$ cat src/rtl/ltmr_pkg.sv
package ltmr_pkg;
  typedef enum logic [1:0] {
    SEL_VEC  = 2'd0,
    SEL_INIT = 2'd1,
    SEL_CUR  = 2'd2,
    SEL_DIV  = 2'd3
  } ltmr_sel_e;

  localparam int unsigned DATA_W   = 32;
  localparam int unsigned VEC_W    = 8;
  localparam int unsigned MASK_BIT = 16;
  localparam int unsigned PER_BIT  = 17;
  localparam logic [DATA_W-1:0] VEC_KEEP   = 32'h0003_10FF;
  localparam logic [DATA_W-1:0] VEC_RESET  = 32'h0001_0000;
  localparam logic [3:0]        DIV_KEEP   = 4'hB;

  // scrambled divide code -> log2(divisor)
  function automatic logic [2:0] div_shift(input logic [3:0] cfg);
    logic [2:0] code;
    code = {cfg[3], cfg[1], cfg[0]};
    return code + 3'd1;
  endfunction
endpackage

$ cat src/rtl/ltmr_prescale.sv
module ltmr_prescale #(
  parameter int unsigned PRE_W = 7
) (
  input  logic       clk_i,
  input  logic       rst_ni,
  input  logic       tick_i,
  input  logic       restart_i,
  input  logic [2:0] shift_i,
  output logic       pre_tick_o
);
  logic [PRE_W:0]   span;
  logic [PRE_W-1:0] limit;
  logic [PRE_W-1:0] pre_q;

  assign span  = (PRE_W+1)'(1) << shift_i;
  assign limit = PRE_W'(span - (PRE_W+1)'(1));
  // >= keeps a shrinking divisor from stranding the prescaler above its limit
  assign pre_tick_o = tick_i && !restart_i && (pre_q >= limit);

  always_ff @(posedge clk_i or negedge rst_ni) begin
    if (!rst_ni)          pre_q <= '0;
    else if (restart_i)   pre_q <= '0;
    else if (pre_tick_o)  pre_q <= '0;
    else if (tick_i)      pre_q <= pre_q + PRE_W'(1);
  end
endmodule

$ cat src/rtl/ltmr_count.sv
module ltmr_count #(
  parameter int unsigned CNT_W = 32
) (
  input  logic             clk_i,
  input  logic             rst_ni,
  input  logic             load_i,
  input  logic [CNT_W-1:0] load_val_i,
  input  logic             pre_tick_i,
  input  logic             periodic_i,
  output logic             expire_o,
  output logic [CNT_W-1:0] init_o,
  output logic [CNT_W-1:0] cur_o
);
  logic [CNT_W-1:0] init_q, cur_q;
  logic             armed_q;

  assign expire_o = armed_q && pre_tick_i && !load_i && (cur_q == CNT_W'(1));
  assign init_o   = init_q;
  assign cur_o    = cur_q;

  always_ff @(posedge clk_i or negedge rst_ni) begin
    if (!rst_ni) begin
      init_q  <= '0;
      cur_q   <= '0;
      armed_q <= 1'b0;
    end else if (load_i) begin
      init_q  <= load_val_i;
      cur_q   <= load_val_i;
      armed_q <= (load_val_i != '0);
    end else if (expire_o) begin
      cur_q   <= periodic_i ? init_q : '0;
      armed_q <= periodic_i;
    end else if (armed_q && pre_tick_i) begin
      cur_q   <= cur_q - CNT_W'(1);
    end
  end
endmodule

$ cat src/rtl/ltmr_vec_entry.sv
module ltmr_vec_entry
  import ltmr_pkg::*;
(
  input  logic              clk_i,
  input  logic              rst_ni,
  input  logic              wr_i,
  input  logic [DATA_W-1:0] wr_data_i,
  input  logic              sw_disable_i,
  output logic [DATA_W-1:0] entry_o
);
  logic [DATA_W-1:0] entry_q;
  logic [DATA_W-1:0] force_mask;

  assign force_mask = sw_disable_i ? (DATA_W'(1) << MASK_BIT) : '0;
  assign entry_o    = entry_q;

  always_ff @(posedge clk_i or negedge rst_ni) begin
    if (!rst_ni)    entry_q <= VEC_RESET;
    else if (wr_i)  entry_q <= (wr_data_i & VEC_KEEP) | force_mask;
    else            entry_q <= entry_q | force_mask;
  end
endmodule

$ cat src/rtl/ltmr_top.sv
module ltmr_top
  import ltmr_pkg::*;
#(
  parameter int unsigned CNT_W = 32,
  parameter int unsigned PRE_W = 7
) (
  input  logic              clk_i,
  input  logic              rst_ni,
  input  logic              tick_i,
  input  logic              sw_disable_i,
  input  logic              wr_en_i,
  input  logic [1:0]        wr_sel_i,
  input  logic [DATA_W-1:0] wr_data_i,
  input  logic [1:0]        rd_sel_i,
  output logic [DATA_W-1:0] rd_data_o,
  output logic              irq_o,
  output logic [VEC_W-1:0]  irq_vec_o
);
  logic              wr_vec, wr_init, wr_div;
  logic [3:0]        div_cfg_q;
  logic [DATA_W-1:0] lvt_entry;
  logic              pre_tick, expire;
  logic [CNT_W-1:0]  init_cnt, cur_cnt;

  assign wr_vec  = wr_en_i && (wr_sel_i == SEL_VEC);
  assign wr_init = wr_en_i && (wr_sel_i == SEL_INIT);
  assign wr_div  = wr_en_i && (wr_sel_i == SEL_DIV);

  always_ff @(posedge clk_i or negedge rst_ni) begin
    if (!rst_ni)     div_cfg_q <= '0;
    else if (wr_div) div_cfg_q <= wr_data_i[3:0] & DIV_KEEP;
  end

  ltmr_vec_entry u_vec (
    .clk_i        (clk_i),
    .rst_ni       (rst_ni),
    .wr_i         (wr_vec),
    .wr_data_i    (wr_data_i),
    .sw_disable_i (sw_disable_i),
    .entry_o      (lvt_entry)
  );

  ltmr_prescale #(.PRE_W(PRE_W)) u_pre (
    .clk_i      (clk_i),
    .rst_ni     (rst_ni),
    .tick_i     (tick_i),
    .restart_i  (wr_init),
    .shift_i    (div_shift(div_cfg_q)),
    .pre_tick_o (pre_tick)
  );

  ltmr_count #(.CNT_W(CNT_W)) u_cnt (
    .clk_i      (clk_i),
    .rst_ni     (rst_ni),
    .load_i     (wr_init),
    .load_val_i (CNT_W'(wr_data_i)),
    .pre_tick_i (pre_tick),
    .periodic_i (lvt_entry[PER_BIT]),
    .expire_o   (expire),
    .init_o     (init_cnt),
    .cur_o      (cur_cnt)
  );

  always_ff @(posedge clk_i or negedge rst_ni) begin
    if (!rst_ni) begin
      irq_o     <= 1'b0;
      irq_vec_o <= '0;
    end else begin
      irq_o <= expire && !lvt_entry[MASK_BIT];
      if (expire) irq_vec_o <= lvt_entry[VEC_W-1:0];
    end
  end

  always_comb begin
    unique case (rd_sel_i)
      SEL_VEC:  rd_data_o = lvt_entry;
      SEL_INIT: rd_data_o = DATA_W'(init_cnt);
      SEL_CUR:  rd_data_o = DATA_W'(cur_cnt);
      default:  rd_data_o = DATA_W'(div_cfg_q);
    endcase
  end
endmodule

$ cat config.mk
export PLATFORM = sky130hd
export DESIGN_NAME = ltmr_top
export DESIGN_NICKNAME = d
export VERILOG_FILES = /design/src/rtl/ltmr_pkg.sv /design/src/rtl/ltmr_prescale.sv /design/src/rtl/ltmr_count.sv /design/src/rtl/ltmr_vec_entry.sv /design/src/rtl/ltmr_top.sv
export SDC_FILE = /design/constraint.sdc
export NUM_CORES = 1
export LEC_CHECK = 0
export BUFFER_PORTS_ARGS = -buffer_cell sky130_fd_sc_hd__buf_2
export CAP_MARGIN = 0
export CORE_ASPECT_RATIO = 0.9
export CORE_MARGIN = 3
export CORE_UTILIZATION = 40
export CTS_CLUSTER_DIAMETER = 40
export DETAILED_ROUTE_END_ITERATION = 8
export HOLD_SLACK_MARGIN = 0.08
export PLACE_DENSITY = 0.66
export SLEW_MARGIN = 10
export SYNTH_ARGS = -nofsm -noshare
export SYNTH_HDL_FRONTEND = slang
export SYNTH_HIERARCHICAL = 1
export SYNTH_SLANG_ARGS = --single-unit
$ cat constraint.sdc
create_clock -name clk_i -period 4.57 [get_ports clk_i]
set_clock_uncertainty 0.05 [all_clocks]
set_input_delay 0.2285 -clock clk_i [delete_from_list [all_inputs] [get_ports clk_i]]
set_output_delay 0.2285 -clock clk_i [all_outputs]
set_load 0.01 [all_outputs]
==> impl_metrics.tcl, run 1 <==
set metrics [dict create \
    outcome "finished, final reports clean" \
    gr-usage-met3 0.0520 \
    detailroute.via_count 5135 \
    final_min_period_over_clock_period 0.914 \
    std_cell_rows 41 \
    cts-buffers-inserted 9 \
    mostFrequentLayoutCells "sky130_fd_sc_hd__dfrtp_1, sky130_fd_sc_hd__buf_2, sky130_fd_sc_hd__mux2_2, sky130_fd_sc_hd__nand2_1, sky130_fd_sc_hd__mux2i_1" \
    synth-warning-count 6 \
    detail_route.first_pass.iterations 5 \
    setup.reg_to_reg.worst_slack_ns 0.39 \
    cts_tree "built" \
    clock_tree.buffer_depth 2 \
    async_flop_share 1.00 \
    chipHeight_um 123 \
    syn_area_per_cell_um2 10.3 \
    fin_crit_ns 4.18 \
    synthCells 587 \
    globalRouteMet2Util 0.329 \
    cts.htree.levels 3 \
    postSynthRegisterBits 95 \
    reported_max_cap_violation_count 0 \
    drc_errors 0 \
    antenna_found_initial 0 \
    power.net_switching_mw 1.03 \
    final_cells 853 \
    design_area_um2 6770 \
    rsz0062_at_grt "false" \
    routed_len_inst_um 20.2 \
    timing.max_slew.rel_slack 0.447 \
    top_ports 82 \
    cp_max_fo 9 \
    dieWidth_um 136 \
    fp.dieArea_um2 16600 \
    initial_utilization 0.419 \
    pre_cts_slack_ns 0.539 \
    diodes 0 \
    hpwl_after_detailed_placement_um 12200 \
    placed_cells_incl_taps 835 \
    overflow 0 \
    gp_congestion 0.957 \
    netlist-cell-type-count 80 \
    sequential_fraction_of_the_synthesis_area 0.393 \
    core-area_um2 14400 \
    p_per_area_nw_per_um2 427 \
    post_drt_via_cell_ratio 6.02 \
    syn_to_final_growth_pct 12.0 \
    yosys_most_used_dff "sky130_fd_sc_hd__dfrtp_1" \
    mostFrequentLayoutCell "sky130_fd_sc_hd__dfrtp_1" \
    tightestPinTransition_ns 0.830 \
    setup_total_negative_slack_ns 0 \
    ir_drop_worst_vdd_uv 228 \
    grt_first_pass_wirelength_um 27500 \
    final_max_slew_viol_count 0 \
    timing.hold.worst.class "primary input to register" \
    nNetsFinal 708 \
    cts.reportedPaths.clkPinSlew_ns 0.07 \
    timing.critical_path.arrival_ns 4.37 \
    drt.antenna.violating_nets 0 \
    postCtsSetupRepairBufs 0 \
    pwr-share-seq 0.442 \
    route.final.wire_length_um 17200 \
    resize_count_post_cts 0 \
    number_of_global_route_vias_before_repair 5071 \
    top_usage_layer "met2" \
    worstPathRequired_ns 4.76 \
    p_leak_nw 3.00 \
    final_layout_size_suffix_gt1_frac 0.268 \
    use_met1 0.293 \
    cellInternalPower_mw 1.86 \
    timing_worst_setup_path_type "register to register" \
    fin_ws_ns 0.392 \
    timing.fmax_mhz 239 \
    groute.usage.overall 0.211 \
    grt_max_degree 70 \
    detailed_place.area_um2 6470 \
    cts.root.buffer_cell "sky130_fd_sc_hd__clkbuf_16" \
    power.share.combinational 0.308 \
    power_switching_share 0.356 \
    clkSinkCount 95 \
    first_iter_violations 438 \
    portBuffers 81 \
    element_type_at_the_critical_path_end "register" \
    worstSetupStartpointType "register" \
    final_util 0.470 \
    setup_violations 0 \
    synthesis.area_um2 6050 \
    clkLatencyLatePin_ns 0.35 \
    p_clk_frac 0.250 \
    report.final.hold_viol_count 0 \
    count_of_flip_flops_with_a_built_in_enable_after_synthesis 0 \
]
cell usage after synthesis (9+ instances only):
master / instances / area [µm²]
sky130_fd_sc_hd__nand3_1: 31 / 155
sky130_fd_sc_hd__xor2_1: 11 / 96.3
sky130_fd_sc_hd__nor3_1: 15 / 75.1
sky130_fd_sc_hd__nor4_1: 13 / 81.3
sky130_fd_sc_hd__nor2_1: 30 / 113
sky130_fd_sc_hd__o21ai_1: 12 / 60.1
sky130_fd_sc_hd__a22oi_1: 18 / 135
sky130_fd_sc_hd__mux2i_1: 34 / 340
sky130_fd_sc_hd__mux2_4: 9 / 135
sky130_fd_sc_hd__a21oi_1: 17 / 85.1
sky130_fd_sc_hd__mux2_2: 39 / 439
sky130_fd_sc_hd__nand2_1: 39 / 146
sky130_fd_sc_hd__nand4_1: 13 / 81.3
sky130_fd_sc_hd__dfrtp_1: 94 / 2350
sky130_fd_sc_hd__buf_4: 24 / 180
sky130_fd_sc_hd__ha_1: 11 / 138
sky130_fd_sc_hd__o2bb2ai_1: 29 / 254
sky130_fd_sc_hd__inv_1: 10 / 37.5
sky130_fd_sc_hd__clkbuf_1: 16 / 60.1
through the flow:
| stage | hold WS (ns) | total power [mW] |
|---|---|---|
| after floorplan | -0.117 | 1.90 |
| after global placement | 0.314 | 2.12 |
| after detailed placement | 0.329 | 2.17 |
| after CTS | 0.0877 | 2.90 |
| after global routing | 0.0967 | 3.07 |
| final | 0.0946 | 2.89 |
timing repair:
action | CTS | global route
hold endpoints to repair | 63 | 0
hold buffers | 3 | 0
endpoints found under the setup margin | 0 | 0
path summary, 6_finish.rpt:
path | start | to | depth (start not counted)
worst min register to register | irq_vec_o[1]$_DFFE_PN0P_ | irq_vec_o[1]$_DFFE_PN0P_ | 1
max in group asynchronous | rst_ni | u_cnt/init_o[13]$_DFFE_PN0P_ | 3
min in group asynchronous | rst_ni | u_pre/pre_q[4]$_DFFE_PN0P_ | 2
worst max register to register | div_cfg_q[0]$_DFFE_PN0P_ | u_cnt/cur_o[19]$_DFFE_PN0P_ | 13
worst min-delay path | wr_data_i[22] | u_cnt/init_o[22]$_DFFE_PN0P_ | 3
worst max-delay path | div_cfg_q[0]$_DFFE_PN0P_ | u_cnt/cur_o[19]$_DFFE_PN0P_ | 13
metal layers:
| metal | wire length, µm | vias up |
|---|---|---|
| met5 | 0 | - |
| met2 | 8000 | 259 |
| met3 | 1480 | 24 |
| met4 | 234 | 0 |
| li1 | - | 2329 |
| met1 | 7530 | 2523 |
flip-flops by register name (all words and copies together) (netlist names):
| register | count |
|---|---|
| irq_vec_o | 8 |
| u_cnt/cur_o | 32 |
| u_cnt/init_o | 32 |
| div_cfg_q | 3 |
| irq_o | 1 |
| u_cnt/armed_q | 1 |
| u_vec/entry_o | 11 |
| u_pre/pre_q | 7 |
critical path: stages (launching register included):
cell and delay (ns):
sky130_fd_sc_hd__dfrtp_1 0.40, sky130_fd_sc_hd__ha_1 0.21, sky130_fd_sc_hd__xor2_1 0.38, sky130_fd_sc_hd__o21ai_0 0.21
sky130_fd_sc_hd__ha_1 0.33, sky130_fd_sc_hd__o2111ai_1 0.13, sky130_fd_sc_hd__or3_2 0.48, sky130_fd_sc_hd__a21oi_1 0.26
sky130_fd_sc_hd__and3b_1 0.30, sky130_fd_sc_hd__nand4_1 0.16, sky130_fd_sc_hd__or3_1 0.58, sky130_fd_sc_hd__nand2_2 0.26
sky130_fd_sc_hd__a21oi_1 0.07, sky130_fd_sc_hd__a211o_1 0.23
layout make-up:
cell class                 count  area [µm²]
clock buffer                  15         278
fill                        1358        7640
timing repair buffer          95         520
sequential                    95        2380
tap                          193         241
inverter                      10        37.5
multi-input combinational    445        3320
power by group through the flow:
stage	registers, mW	logic (mW)	clock network [mW]
floorplan	1.20	0.704	0
global placement	1.28	0.840	0
detailed placement	1.29	0.877	0
CTS	1.28	0.886	0.743
global route	1.31	0.984	0.774
finish	1.28	0.890	0.724
cells by family (layout without fill, tap and decap cells):
group / Yosys count / after routing / synth area share
mux: 85 / 85 / 0.162
xor+xnor: 15 / 15 / 0.0217
other cells: 1 / 21 / 0.000620
flops: 95 / 95 / 0.393
fa+ha+maj: 11 / 11 / 0.0228
buf+inv: 67 / 120 / 0.0718
compound gates: 133 / 133 / 0.169
simple gates: 180 / 180 / 0.158
No activity file was read; power rests on OpenSTA's default activity.
==> inputs of run 2 (changes only) <==
ABC_AREA = 1   (was not set)
==> impl_metrics.tcl, run 2 <==
set metrics [dict create \
    outcome "finished, final reports clean" \
    route.final.wire_length_um 19300 \
    hpwl_after_detailed_placement_um 14100 \
    worstReg2RegEnd "u_cnt/cur_o[14]$_DFFE_PN0P_" \
    worstPathCellList "ha_1 -> xor2_1 -> o21ai_0 -> ha_1 -> inv_1 -> nor2_1 -> nand2_1 -> nor2_1 -> nor2_2 -> nor2_1 -> nand3_2 -> nor2_1 -> nand3_2 -> nor2_4 -> nand2_4 -> o21ai_0 -> nand2_1 -> nand3_1" \
    top_ports 82 \
    timing.fmax_mhz 276 \
    final_min_period_over_clock_period 0.792 \
    portBuffers 81 \
    pre_cts_slack_ns 0.982 \
    p_leak_nw 3.92 \
    detailed_place.area_um2 7000 \
    slowest_delay_ns 0.40 \
    timing.max_slew.rel_slack 0.465 \
    reported_max_cap_violation_count 0 \
    p_per_area_nw_per_um2 462 \
    critical_path.n_buffers_inverters 1 \
    synth-warning-count 6 \
    tightestPinTransition_ns 0.800 \
    cp_common_cell "sky130_fd_sc_hd__nor2_1" \
    min-delay-start "wr_data_i[20]" \
    cts.htree.levels 3 \
    clkSinkCount 95 \
    worst-r2r-cell-count 18 \
    final_cells 1296 \
    mostFrequentLayoutCell "sky130_fd_sc_hd__nand2_1" \
    met3RoutedLength_um 1410 \
    mostFrequentLayoutCells "sky130_fd_sc_hd__nand2_1, sky130_fd_sc_hd__nor2_1, sky130_fd_sc_hd__inv_1" \
    cellInternalPower_mw 1.97 \
    groute.usage.overall 0.217 \
    fp.dieArea_um2 18000 \
    cp_slowest_cell "sky130_fd_sc_hd__dfrtp_1" \
    power.net_switching_mw 1.48 \
    final_layout_size_suffix_gt1_frac 0.130 \
    sequential_fraction_of_the_synthesis_area 0.362 \
    drt.antenna.violating_nets 0 \
    synth_area_leader_cell "sky130_fd_sc_hd__dfrtp_1" \
    fin_crit_ns 3.62 \
    synthCells 1005 \
    detail_route.first_pass.iterations 5 \
    most_repeated_cell_in_the_gate_level_netlist_after_synthesis "sky130_fd_sc_hd__nand2_1" \
    final_max_slew_viol_count 0 \
    power_switching_share 0.430 \
    setup_total_negative_slack_ns 0 \
    synthTopCellsByArea "sky130_fd_sc_hd__dfrtp_1, sky130_fd_sc_hd__nand2_1, sky130_fd_sc_hd__nor2_1" \
    ir_drop_worst_vdd_uv 253 \
    clkLatencyLatePin_ns 0.36 \
    syn_to_final_growth_pct 13.6 \
    pwr-share-seq 0.392 \
    chipHeight_um 128 \
    min_to "u_cnt/init_o[20]$_DFFE_PN0P_" \
    routed.top_layer "met4" \
    timing_worst_setup_path_type "register to register" \
    cts-buffers-inserted 9 \
    regArea_um2 2380 \
    setup_violations 0 \
    min_path_cells 3 \
    detail_route.wirelength.met1_um 9150 \
    synthesis.area_um2 6580 \
    design_area_um2 7470 \
    rsz0062_at_grt "false" \
    crit-reg2reg-launch "div_cfg_q[0]$_DFFE_PN0P_" \
    nNetsFinal 1141 \
    power.share.combinational 0.377 \
    element_type_at_the_critical_path_end "register" \
    syn_area_per_cell_um2 6.54 \
    core-area_um2 15800 \
    final_util 0.474 \
    async_flop_share 1.00 \
    count_of_flip_flops_with_a_built_in_enable_after_synthesis 0 \
    netlist-cell-type-count 41 \
    detailroute.via_count 6440 \
    overflow 0 \
    routed_len_inst_um 14.9 \
    yosys_most_used_dff "sky130_fd_sc_hd__dfrtp_1" \
    worstSetupStartpointType "register" \
    multi_input_comb_area_um2 3510 \
    worstPathRequired_ns 4.82 \
    detailroute.wirelength.met2_um 8450 \
    drc_errors 0 \
    std_cell_rows 43 \
    clock_tree.buffer_depth 2 \
    postSynthRegisterBits 95 \
    grt_first_pass_wirelength_um 31300 \
    initial_utilization 0.417 \
    report.final.hold_viol_count 0 \
    number_of_global_route_vias_before_repair 5999 \
    setup.reg_to_reg.worst_slack_ns 0.95 \
    power_mw 3.45 \
    fin_ws_ns 0.950 \
    netlist_top_cells_count "sky130_fd_sc_hd__nand2_1, sky130_fd_sc_hd__nor2_1, sky130_fd_sc_hd__inv_1" \
    first_iter_violations 500 \
    cts_tree "built" \
    antenna_found_initial 0 \
    cts.root.buffer_cell "sky130_fd_sc_hd__clkbuf_16" \
    final.hold.worst_slack_ns 0.0843 \
    gp_congestion 0.981 \
    cts.reportedPaths.clkPinSlew_ns 0.07 \
    placed_cells_incl_taps 1263 \
    synth.top_cell.area_share 0.358 \
    post_drt_via_cell_ratio 4.97 \
    cp_max_fo 15 \
    dieWidth_um 141 \
    grt_max_degree 51 \
    p_clk_frac 0.231 \
    diodes 0 \
    timing.critical_path.arrival_ns 3.87 \
    timing.critical_path.max_delay_family "simple AND/OR/NAND/NOR gates" \
    layout.filler_cells 1646 \
    timing.hold.worst.class "primary input to register" \
]
run 2: cell types whose count changed after synthesis, moves of 18 or more:
| cell | change |
|---|---|
| sky130_fd_sc_hd__inv_1 | +86 |
| sky130_fd_sc_hd__mux2i_1 | -34 |
| sky130_fd_sc_hd__mux2_2 | -39 |
| sky130_fd_sc_hd__nor2_1 | +87 |
| sky130_fd_sc_hd__o2bb2ai_1 | -29 |
| sky130_fd_sc_hd__nand3_1 | +56 |
| sky130_fd_sc_hd__o21ai_0 | +42 |
| sky130_fd_sc_hd__a22oi_1 | -18 |
| sky130_fd_sc_hd__nand2_1 | +362 |
run 2: kinds of logic after synthesis:
group | Yosys count | share of synthesized area
DFF | 95 | 0.362
adders and majority gates | 11 | 0.0209
AOI/OAI and AO/OA | 79 | 0.0692
and+or+nand+nor | 651 | 0.412
buffers and inverters | 154 | 0.117
xor gates and xnor gates | 14 | 0.0186
other | 1 | 0.000570
run 2: timing repair:
item                                   4_1_cts  5_1_grt
gates resized for setup                      0        0
endpoints found under the hold margin       68        0
hold buffers                                17        0
buffers inserted                             0        0
run 2: worst max-delay path by stage:
stage	start	to	depth (start not counted)
after global routing	div_cfg_q[0]$_DFFE_PN0P_	u_cnt/cur_o[30]$_DFFE_PN0P_	20
after detailed placement	div_cfg_q[0]$_DFFE_PN0P_	u_cnt/cur_o[13]$_DFFE_PN0P_	18
after global placement	div_cfg_q[0]$_DFFE_PN0P_	u_cnt/cur_o[12]$_DFFE_PN0P_	18
final	div_cfg_q[0]$_DFFE_PN0P_	u_cnt/cur_o[14]$_DFFE_PN0P_	18
after floorplan	div_cfg_q[0]$_DFFE_PN0P_	irq_vec_o[0]$_DFFE_PN0P_	18
after CTS	div_cfg_q[0]$_DFFE_PN0P_	u_cnt/cur_o[13]$_DFFE_PN0P_	18
run 2: worst register-to-register path, cell delays in order (launching register included):
cell and delay (ns):
sky130_fd_sc_hd__dfrtp_1 0.40, sky130_fd_sc_hd__ha_1 0.21, sky130_fd_sc_hd__xor2_1 0.39, sky130_fd_sc_hd__o21ai_0 0.18
sky130_fd_sc_hd__ha_1 0.33, sky130_fd_sc_hd__inv_1 0.04, sky130_fd_sc_hd__nor2_1 0.14, sky130_fd_sc_hd__nand2_1 0.06
sky130_fd_sc_hd__nor2_1 0.13, sky130_fd_sc_hd__nor2_2 0.10, sky130_fd_sc_hd__nor2_1 0.18, sky130_fd_sc_hd__nand3_2 0.12
sky130_fd_sc_hd__nor2_1 0.19, sky130_fd_sc_hd__nand3_2 0.12, sky130_fd_sc_hd__nor2_4 0.32, sky130_fd_sc_hd__nand2_4 0.26
sky130_fd_sc_hd__o21ai_0 0.22, sky130_fd_sc_hd__nand2_1 0.07, sky130_fd_sc_hd__nand3_1 0.06
run 2: power groups by stage:
stage / combinational [mW] / sequential (mW) / clock, mW
floorplan: 0.974 / 1.26 / 0
CTS: 1.30 / 1.35 / 0.817
global placement: 1.27 / 1.36 / 0
detailed placement: 1.28 / 1.36 / 0
global route: 1.50 / 1.39 / 0.849
finish: 1.30 / 1.35 / 0.797
run 2: cell type report:
type | count | share of cell area
clock buffers | 9 | 0.0301
clock inverters | 7 | 0.0109
inverters | 102 | 0.0526
multi-input cells | 776 | 0.470
flip-flops and latches | 95 | 0.318
well taps | 202 | 0.0338
repair buffers | 105 | 0.0844
run 2: per-layer routing:
metal | GRT usage | up-vias
met4 | 0.0496 | 0
li1 | - | 3259
met2 | 0.338 | 215
met5 | 0 | -
met1 | 0.316 | 2946
met3 | 0.0377 | 20
==> inputs of run 3 (changes only) <==
clock period = 3.75 ns   (was 4.57 ns; I/O delays follow)
==> impl_metrics.tcl, run 3 (synthesized netlist as in run 2, its figures left out) <==
set metrics [dict create \
    groute.usage.overall 0.220 \
    cellInternalPower_mw 2.42 \
    cts-buffers-inserted 9 \
    route.final.wire_length_um 19300 \
    ir_drop_worst_vdd_uv 250 \
    postCtsSetupRepairBufs 0 \
    detail_route.wirelength.met1_um 9310 \
    fp.dieArea_um2 18000 \
    initial_utilization 0.417 \
    clkLatencyLatePin_ns 0.35 \
    mostFrequentLayoutCell "sky130_fd_sc_hd__nand2_1" \
    gp_congestion 0.956 \
    final_max_slew_viol_count 0 \
    cts.htree.levels 3 \
    p_leak_nw 3.97 \
    worstPathRequired_ns 3.94 \
    core-area_um2 15800 \
    detailroute.wirelength.met2_um 8520 \
    portBuffers 81 \
    setup.reg_to_reg.worst_slack_ns 0.34 \
    mostFrequentLayoutCells "sky130_fd_sc_hd__nand2_1, sky130_fd_sc_hd__nor2_1, sky130_fd_sc_hd__inv_1" \
    reported_max_cap_violation_count 0 \
    top_ports 82 \
    timing.fmax_mhz 293 \
    clock_tree.buffer_depth 2 \
    routed_len_inst_um 14.7 \
    p_clk_frac 0.227 \
    final_layout_size_suffix_gt1_frac 0.130 \
    power.net_switching_mw 1.78 \
    diodes 0 \
    timing.hold.worst.class "primary input to register" \
    cts.root.buffer_cell "sky130_fd_sc_hd__clkbuf_16" \
    setup_violations 0 \
    power.share.combinational 0.380 \
    final_util 0.483 \
    post_drt_via_cell_ratio 4.97 \
    overflow 0 \
    pwr-share-seq 0.392 \
    cp_max_fo 15 \
    p_per_area_nw_per_um2 552 \
    clkSinkCount 95 \
    tightestPinTransition_ns 1.06 \
    outcome "finished, final reports clean" \
    detail_route.first_pass.iterations 5 \
    cts_tree "built" \
    final_min_period_over_clock_period 0.910 \
    grt_first_pass_wirelength_um 31700 \
    power_switching_share 0.424 \
    drc_errors 0 \
    worstSetupStartpointType "register" \
    timing.critical_path.arrival_ns 3.60 \
    layout.filler_cells 1691 \
    met3RoutedLength_um 1290 \
    element_type_at_the_critical_path_end "register" \
    hpwl_after_detailed_placement_um 14000 \
    rsz0062_at_grt "false" \
    cts.reportedPaths.clkPinSlew_ns 0.07 \
    detailroute.via_count 6507 \
    fin_crit_ns 3.41 \
    timing_worst_setup_path_type "register to register" \
    syn_to_final_growth_pct 15.8 \
    chipHeight_um 128 \
    dieWidth_um 141 \
    grt_max_degree 83 \
    timing.max_slew.rel_slack 0.291 \
    nNetsFinal 1155 \
    routed.top_layer "met4" \
    std_cell_rows 43 \
    report.final.hold_viol_count 0 \
    antenna_found_initial 0 \
    drt.antenna.violating_nets 0 \
    setup_total_negative_slack_ns 0 \
    first_iter_violations 471 \
    number_of_global_route_vias_before_repair 6082 \
]
run 3: cell count changes in the layout (fill, tap and decap cells not counted), moves of 2 or more:
| cell | delta |
|---|---|
| sky130_fd_sc_hd__dlygate4sd3_1 | +12 |
| sky130_fd_sc_hd__clkinv_4 | +3 |
| sky130_fd_sc_hd__inv_6 | -3 |
| sky130_fd_sc_hd__buf_4 | +2 |
run 3: final timing paths:
| path | start | end | depth (start not counted) |
|---|---|---|---|
| setup / recovery | div_cfg_q[0]$_DFFE_PN0P_ | u_cnt/cur_o[9]$_DFFE_PN0P_ | 19 |
| hold / removal | wr_data_i[29] | u_cnt/init_o[29]$_DFFE_PN0P_ | 3 |
| setup reg to reg | div_cfg_q[0]$_DFFE_PN0P_ | u_cnt/cur_o[9]$_DFFE_PN0P_ | 19 |
| hold reg to reg | irq_vec_o[6]$_DFFE_PN0P_ | irq_vec_o[6]$_DFFE_PN0P_ | 2 |
| max in group asynchronous | rst_ni | u_cnt/cur_o[14]$_DFFE_PN0P_ | 3 |
| min in group asynchronous | rst_ni | irq_vec_o[2]$_DFFE_PN0P_ | 2 |
run 3: area by class of cell:
class,instances,area [µm²],share of cell area
Clock inverter,5,65.1,0.00854
Inverter,102,393,0.0516
Tap cell,202,253,0.0332
Clock buffer,11,243,0.0319
Timing Repair Buffer,119,766,0.101
Sequential cell,95,2380,0.312
Multi-Input combinational cell,776,3520,0.462
run 3: through the flow:
stage / instances / setup WS, ns / power, mW / cell area, µm² / hold WS (ns)
final: 1310 / 0.338 / 4.20 / 7620 / 0.0869
after global routing: 1310 / 0.0583 / 4.56 / 7620 / 0.110
after CTS: 1310 / 0.276 / 4.22 / 7610 / 0.0817
after detailed placement: 1265 / 0.316 / 3.22 / 7010 / 0.353
after global placement: 1265 / 0.450 / 3.21 / 7010 / 0.350
after floorplan: 1025 / 0.712 / 2.72 / 6650 / -0.158
run 3: per-layer routing:
metal / up-vias / track usage
met3: 16 / 0.0377
met5: - / 0
met1: 3011 / 0.326
li1: 3287 / -
met2: 193 / 0.342
met4: 0 / 0.0427
run 3: critical path, stage by stage (launching register included):
cell and delay (ns):
sky130_fd_sc_hd__dfrtp_1 0.40, sky130_fd_sc_hd__ha_1 0.23, sky130_fd_sc_hd__xor2_2 0.25, sky130_fd_sc_hd__nand3_1 0.14
sky130_fd_sc_hd__ha_1 0.31, sky130_fd_sc_hd__nand2_1 0.07, sky130_fd_sc_hd__nor2_1 0.13, sky130_fd_sc_hd__nand2_1 0.06
sky130_fd_sc_hd__nor2_1 0.12, sky130_fd_sc_hd__nor2_2 0.10, sky130_fd_sc_hd__nor2_1 0.18, sky130_fd_sc_hd__nand2_1 0.10
sky130_fd_sc_hd__nor2_1 0.13, sky130_fd_sc_hd__nand3_1 0.09, sky130_fd_sc_hd__nor2_2 0.19, sky130_fd_sc_hd__nand2_2 0.27
sky130_fd_sc_hd__clkinv_4 0.20, sky130_fd_sc_hd__o21ai_0 0.10, sky130_fd_sc_hd__o211ai_1 0.10, sky130_fd_sc_hd__nand2_1 0.08
run 3: repair_timing:
item | 4_1_cts | 5_1_grt
endpoints found under the setup margin | 0 | 18
hold buffers | 29 | 0
gates resized for setup | 0 | 1
endpoints found under the hold margin | 123 | 0
run 3: power groups by stage:
stage / sequential (mW) / clock (mW) / combinational [mW]
final: 1.65 / 0.956 / 1.60
after global routing: 1.69 / 1.02 / 1.85
after CTS: 1.64 / 0.983 / 1.59
after detailed placement: 1.66 / 0 / 1.56
after global placement: 1.66 / 0 / 1.55
after floorplan: 1.53 / 0 / 1.19
